`config.mk`:
```
export PLATFORM = sky130hd
export DESIGN_NAME = wprot_unit
export DESIGN_NICKNAME = d
export VERILOG_FILES = /design/src/rtl/wp_pkg.sv /design/src/rtl/wp_region_gate.sv /design/src/rtl/wp_txn_track.sv /design/src/rtl/wp_otp_flag.sv /design/src/rtl/wprot_unit.sv
export SDC_FILE = /design/constraint.sdc
export NUM_CORES = 1
export LEC_CHECK = 0
export BUFFER_PORTS_ARGS = -buffer_cell sky130_fd_sc_hd__buf_4
export CORE_AREA = 2 2 39 41
export CTS_CLUSTER_DIAMETER = 120
export DETAILED_ROUTE_END_ITERATION = 16
export DIE_AREA = 0 0 41 43
export PLACE_DENSITY = 0.54
export SYNTH_ARGS = -nofsm -noshare
export SYNTH_HDL_FRONTEND = slang
export SYNTH_HIERARCHICAL = 1
export SYNTH_SLANG_ARGS = --single-unit
```
`constraint.sdc`:
```
create_clock -name clk -period 2 [get_ports clk]
set_input_delay 0.3 -clock clk [delete_from_list [all_inputs] [get_ports clk]]
set_output_delay 0.3 -clock clk [all_outputs]
set_load 0.02 [all_outputs]
```
`src/rtl/wp_pkg.sv`:
```
package wp_pkg;

    typedef enum logic [1:0] {
        RGN_MAIN = 2'b00,
        RGN_OTP  = 2'b01,
        RGN_CTRL = 2'b10,
        RGN_NONE = 2'b11
    } region_e;

    typedef struct packed {
        logic wc_pol;
        logic cr_lock;
    } ctl_flags_t;

    typedef struct packed {
        logic    pending;
        logic    touched_otp;
    } txn_state_t;

    // Effective write-control level after polarity selection.
    function automatic logic wc_is_active(input logic pin, input logic pol);
        return pol ? ~pin : pin;
    endfunction

    // Control register writable unless locked and its pin is low.
    function automatic logic ctrl_writable(input logic lock, input logic pin);
        return ~lock | pin;
    endfunction

endpackage

```
`src/rtl/wp_region_gate.sv`:
```
module wp_region_gate
    import wp_pkg::*;
#(
    parameter int ADDR_W    = 12,
    parameter int BLK_SHIFT = 9,
    parameter int BLKCNT_W  = 4
) (
    input  region_e              region,
    input  logic [ADDR_W-1:0]    byte_addr,
    input  logic                 wc_pin,
    input  logic                 crw_pin,
    input  ctl_flags_t           flags,
    input  logic [BLKCNT_W-1:0]  ro_blocks,
    input  logic                 otp_used,
    output logic                 byte_ok
);
    localparam int NBLK  = 1 << (ADDR_W - BLK_SHIFT);
    localparam int SUM_W = ((ADDR_W > BLKCNT_W) ? ADDR_W : BLKCNT_W) + 1;

    logic [ADDR_W-1:0] blk_idx;
    logic [SUM_W-1:0]  blk_sum;
    logic              in_zone;
    logic              wc_act;

    always_comb begin
        blk_idx = byte_addr >> BLK_SHIFT;
        blk_sum = SUM_W'(blk_idx) + SUM_W'(ro_blocks);
        in_zone = blk_sum >= SUM_W'(NBLK);
        wc_act  = wc_is_active(wc_pin, flags.wc_pol);
    end

    always_comb begin
        unique case (region)
            RGN_MAIN: byte_ok = ~wc_act & ~in_zone;
            RGN_OTP:  byte_ok = ~wc_act & ~otp_used;
            RGN_CTRL: byte_ok = ctrl_writable(flags.cr_lock, crw_pin);
            default:  byte_ok = 1'b0;
        endcase
    end

endmodule

```
`src/rtl/wp_txn_track.sv`:
```
module wp_txn_track
    import wp_pkg::*;
(
    input  logic    clk,
    input  logic    rst,
    input  logic    txn_start,
    input  logic    byte_strobe,
    input  logic    byte_ok,
    input  logic    txn_stop,
    input  region_e region,
    output logic    commit_en,
    output logic    otp_commit_now
);
    txn_state_t st_q, st_d;
    logic       commit_q;

    always_comb begin
        st_d = st_q;
        if (txn_start || txn_stop) begin
            st_d = '0;
        end else if (byte_strobe && byte_ok) begin
            st_d.pending = 1'b1;
            if (region == RGN_OTP) st_d.touched_otp = 1'b1;
        end
    end

    always_ff @(posedge clk) begin
        if (rst) begin
            st_q     <= '0;
            commit_q <= 1'b0;
        end else begin
            st_q     <= st_d;
            commit_q <= txn_stop & st_q.pending;
        end
    end

    assign commit_en      = commit_q;
    assign otp_commit_now = txn_stop & st_q.pending & st_q.touched_otp;

endmodule

```
`src/rtl/wp_otp_flag.sv`:
```
module wp_otp_flag #(
    parameter bit OTP_INIT = 1'b0
) (
    input  logic clk,
    input  logic rst,
    input  logic set_now,
    output logic used
);
    logic used_q;

    always_ff @(posedge clk) begin
        if (rst) used_q <= OTP_INIT;
        else     used_q <= used_q | set_now;
    end

    assign used = used_q;

endmodule

```
`src/rtl/wprot_unit.sv`:
```
module wprot_unit
    import wp_pkg::*;
#(
    parameter int ADDR_W    = 12,
    parameter int BLK_SHIFT = 9,
    parameter bit OTP_INIT  = 1'b0,
    localparam int BLKCNT_W = $clog2((1 << (ADDR_W - BLK_SHIFT)) + 1)
) (
    input  logic                clk,
    input  logic                rst,
    input  logic [1:0]          region_sel,
    input  logic [ADDR_W-1:0]   byte_addr,
    input  logic                wc_pin,
    input  logic                crw_pin,
    input  logic                ctl_wc_pol,
    input  logic                ctl_cr_lock,
    input  logic [BLKCNT_W-1:0] ctl_ro_blocks,
    input  logic                txn_start,
    input  logic                byte_strobe,
    input  logic                txn_stop,
    output logic                data_ack_en,
    output logic                commit_en,
    output logic                otp_used
);
    region_e    region;
    ctl_flags_t flags;
    logic       byte_ok;
    logic       otp_set;

    assign region        = region_e'(region_sel);
    assign flags.wc_pol  = ctl_wc_pol;
    assign flags.cr_lock = ctl_cr_lock;

    wp_region_gate #(
        .ADDR_W    (ADDR_W),
        .BLK_SHIFT (BLK_SHIFT),
        .BLKCNT_W  (BLKCNT_W)
    ) u_gate (
        .region    (region),
        .byte_addr (byte_addr),
        .wc_pin    (wc_pin),
        .crw_pin   (crw_pin),
        .flags     (flags),
        .ro_blocks (ctl_ro_blocks),
        .otp_used  (otp_used),
        .byte_ok   (byte_ok)
    );

    wp_txn_track u_txn (
        .clk            (clk),
        .rst            (rst),
        .txn_start      (txn_start),
        .byte_strobe    (byte_strobe),
        .byte_ok        (byte_ok),
        .txn_stop       (txn_stop),
        .region         (region),
        .commit_en      (commit_en),
        .otp_commit_now (otp_set)
    );

    wp_otp_flag #(
        .OTP_INIT (OTP_INIT)
    ) u_flag (
        .clk     (clk),
        .rst     (rst),
        .set_now (otp_set),
        .used    (otp_used)
    );

    assign data_ack_en = byte_ok;

endmodule

```
==> metrics.md <==
| Metric | Value |
|---|---|
| Outcome | `finished clean` |
| DPL Wire Length | `527 um` |
| DRC errors left | `0` |
| Total Wirelength | `629 um` |
| Worst Hold Path EP | `u_txn/st_q[0]` |
| Pwr per Cell Area | `515 nW/um^2` |
| Synth warn | `6` |
| Remaining antenna violation count after routing | `0` |
| Post-cts sizing count | `0` |
| Core ar. | `1380 um^2` |
| First-pass GRT wire length | `890 um` |
| Vias in the first global route | `272` |
| Number of CTS-inserted buffers | `3` |
| Sw frac | `24.7%` |
| Depth of the worst register-to-register path | `5` |
| # rows | `14` |
| Die area | `1760 um^2` |
| Min Tclk post-route | `1.88 ns` |
| Distinct cells, synth | `16` |
| Tcrit/Tclk final | `93.9%` |
| Hold WC Path Type | `in2reg` |
| Die W | `41 um` |
| Total power | `0.000244 W` |
| Postcts setup bufs | `0` |
| Crit. End Element | `primary output` |
| Critical path's top delay family | `compound AO/OA/AOI/OAI gates` |
| CTS tree | `built` |
| Syn-to-layout area delta | `72.6%` |
| Fin util | `34.2%` |
| Htree depth | `1` |
| CP Launch Type | `input port` |
| # nets final | `88` |
| Antenna Cells | `0` |
| Synth top area share | `29.2%` |
| Hold Vio Cnt, Final | `0` |
| CP Max Fanout | `3` |
| Die span in y | `43 um` |
| Worst Path Arrival | `1.58 ns` |
| Pre-CTS setup slack | `0.0722 ns` |
| Flop pwr share | `33.2%` |
| Critical Path RT | `1.70 ns` |
| Clk network pwr share | `41.9%` |
| Initial core utilization | `19.8%` |
| DRT Pass-1 Iters | `4` |
| Setup TNS | `0 ns` |
| Syn Nets | `63` |
| Syn_area_per_cell | `8.56 um^2` |
| VDD IR-drop max | `0.129 mV` |
| NetSw | `0.0000600 W` |
| Max-slew headroom | `83.7%` |
| Hold Path Stages | `2` |
| Worst Hold Launch | `txn_stop` |
| Worst Skew | `0.00503 ns` |
| Most area-consuming cells after synthesis | `dfxtp_1 29%, ha_1 14%, inv_1 8.2%, fa_1 7.3%, a21oi_1 5.5%` |
| Clock Pin Slew Worst Setup and Hold Paths | `0.04 ns` |
| Max-cap viol count | `0` |
| Routed len/inst | `8.86 um` |
| Largest net degree at the start of global routing | `5` |
| Worst-margin pin slew | `0.245 ns` |
| Gpl congestion | `0.626` |
| Clock sink count | `4` |
| Crit-path cells | `buf_4 > ha_1 > a21oi_1 > or3b_1 > a31oi_1 > o22ai_2 > buf_4` |
| I/O pins | `30` |
| Final setup viols | `0` |
| Combinational Power Share | `24.8%` |
| Total congestion overflow | `0` |
| Detailed-route vias per instance | `4.30` |
| Area leader, netlist | `dfxtp_1` |
| 1st-iter DRT viols | `4` |
| Hold buffer count at cts | `0` |
| CP max stage delay | `0.34 ns` |
| Buffer type at the clock tree root | `clkbuf_4` |
| Worst skew pair latency | `0.24 ns` |
| Worst Path Buf+Inv | `2` |
| Longest Clk Path Bufs | `2` |
| Cell leakage power | `0.234 nW` |
| Cell Area, Synth | `274 um^2` |
| Flops & latches, synth | `4` |
| RSZ-0062 raised after global routing | `false` |
| CP dominant cell by count | `buf_4` |
| Setup CP Type | `in2out` |
| RR Endpoint | `u_txn/st_q[0]` |
| Worst setup margin | `0.121 ns` |
| Fmax | `532 MHz` |
| # fillers | `154` |
| Final max-slew violation count | `0` |
| Total track usage | `7.52%` |
| Slowest cell on crit path | `or3b_1` |
| Share of layout cells above drive strength 1 | `45.5%` |
| R2R Setup Slk | `0.74 ns` |
| Initial antenna violation count | `0` |
| Worst r2r src | `u_flag/used` |
| Internal | `0.000184 W` |
| Routed via count | `305` |
| Register area share after synthesis | `29.2%` |
| Post-Syn Instances | `32` |
| I/O Buffers | `20` |
## per-layer routing
metal	up-vias	global-route usage [%]	routed length, um
li1	158	-	-
met1	135	8.01	247
met2	12	11.9	322
met3	0	0	59
met4	0	8.00	0
met5	-	0	0
## placed cells by master (no fill, tap or decap), types with 2 or more instances in the layout
cell and instances:
buf_4 20, inv_1 6, dfxtp_1 4, clkbuf_4 3, a21oi_1 3, nand2_1 3, ha_1 3, o21ai_0 2
nor2_1 2
## logic make-up (layout without fill, tap and decap cells)
kind of cell | after synthesis | count (layout) | share of synthesized area, %
buf+inv | 6 | 29 | 8.22
xor+xnor | 1 | 1 | 3.20
simple gates | 8 | 8 | 15.5
compound gates | 9 | 9 | 22.8
flops | 4 | 4 | 29.2
fa+ha+maj | 4 | 4 | 21.0
## flip-flops by register name, summed over array words and instances (netlist names)
register and count:
u_txn/commit_en 1, u_flag/used 1, u_txn/st_q 2
## synthesized netlist by cell type
library cell / number
a2111oi_2: 1
nand2_1: 3
ha_1: 3
a21oi_1: 3
a31oi_1: 1
nor2_1: 2
nand4b_1: 1
dfxtp_1: 4
o21ai_0: 2
nor4_1: 1
o22ai_1: 1
or3b_1: 1
fa_1: 1
o21ba_1: 1
inv_1: 6
xnor2_1: 1
## power groups by stage
| stage | clock network (W) | logic (W) | registers, W |
|---|---|---|---|
| after floorplan | 0 | 0.0000237 | 0.0000824 |
| after global placement | 0 | 0.0000599 | 0.0000822 |
| after detailed placement | 0 | 0.0000607 | 0.0000822 |
| after CTS | 0.000106 | 0.0000611 | 0.0000809 |
| after global routing | 0.000111 | 0.0000667 | 0.0000808 |
| final | 0.000102 | 0.0000605 | 0.0000810 |
## per-stage QoR
stage | instances | area [um^2] | hold WS, ns
final | 71 | 473 | 0.238
after global routing | 71 | 473 | 0.241
after CTS | 71 | 473 | 0.231
after detailed placement | 68 | 450 | 0.453
after global placement | 68 | 450 | 0.456
after floorplan | 32 | 280 | 0.369
## layout make-up
class | instances | area, um^2 | share of cell area (%)
Inverter | 6 | 22.5 | 4.76
Sequential cell | 4 | 80.1 | 16.9
Clock buffer | 3 | 22.5 | 4.76
Timing Repair Buffer | 20 | 150 | 31.7
Tap cell | 16 | 20.0 | 4.23
Multi-Input combinational cell | 22 | 178 | 37.6
## worst max-delay path by stage
stage                  start            end  slack [ns]  cells after the start
2_1_floorplan   byte_addr[9]  u_txn/st_q[0]        0.16                      9
3_3_place_gp    byte_addr[9]  u_txn/st_q[0]         0.1                     10
3_5_place_dp    byte_addr[9]  u_txn/st_q[0]        0.07                     10
4_1_cts        byte_addr[10]    data_ack_en        0.12                      7
5_1_grt         byte_addr[9]    data_ack_en       0.007                      9
6_report       byte_addr[10]    data_ack_en        0.12                      7
Power figures use the tool's default switching activity.
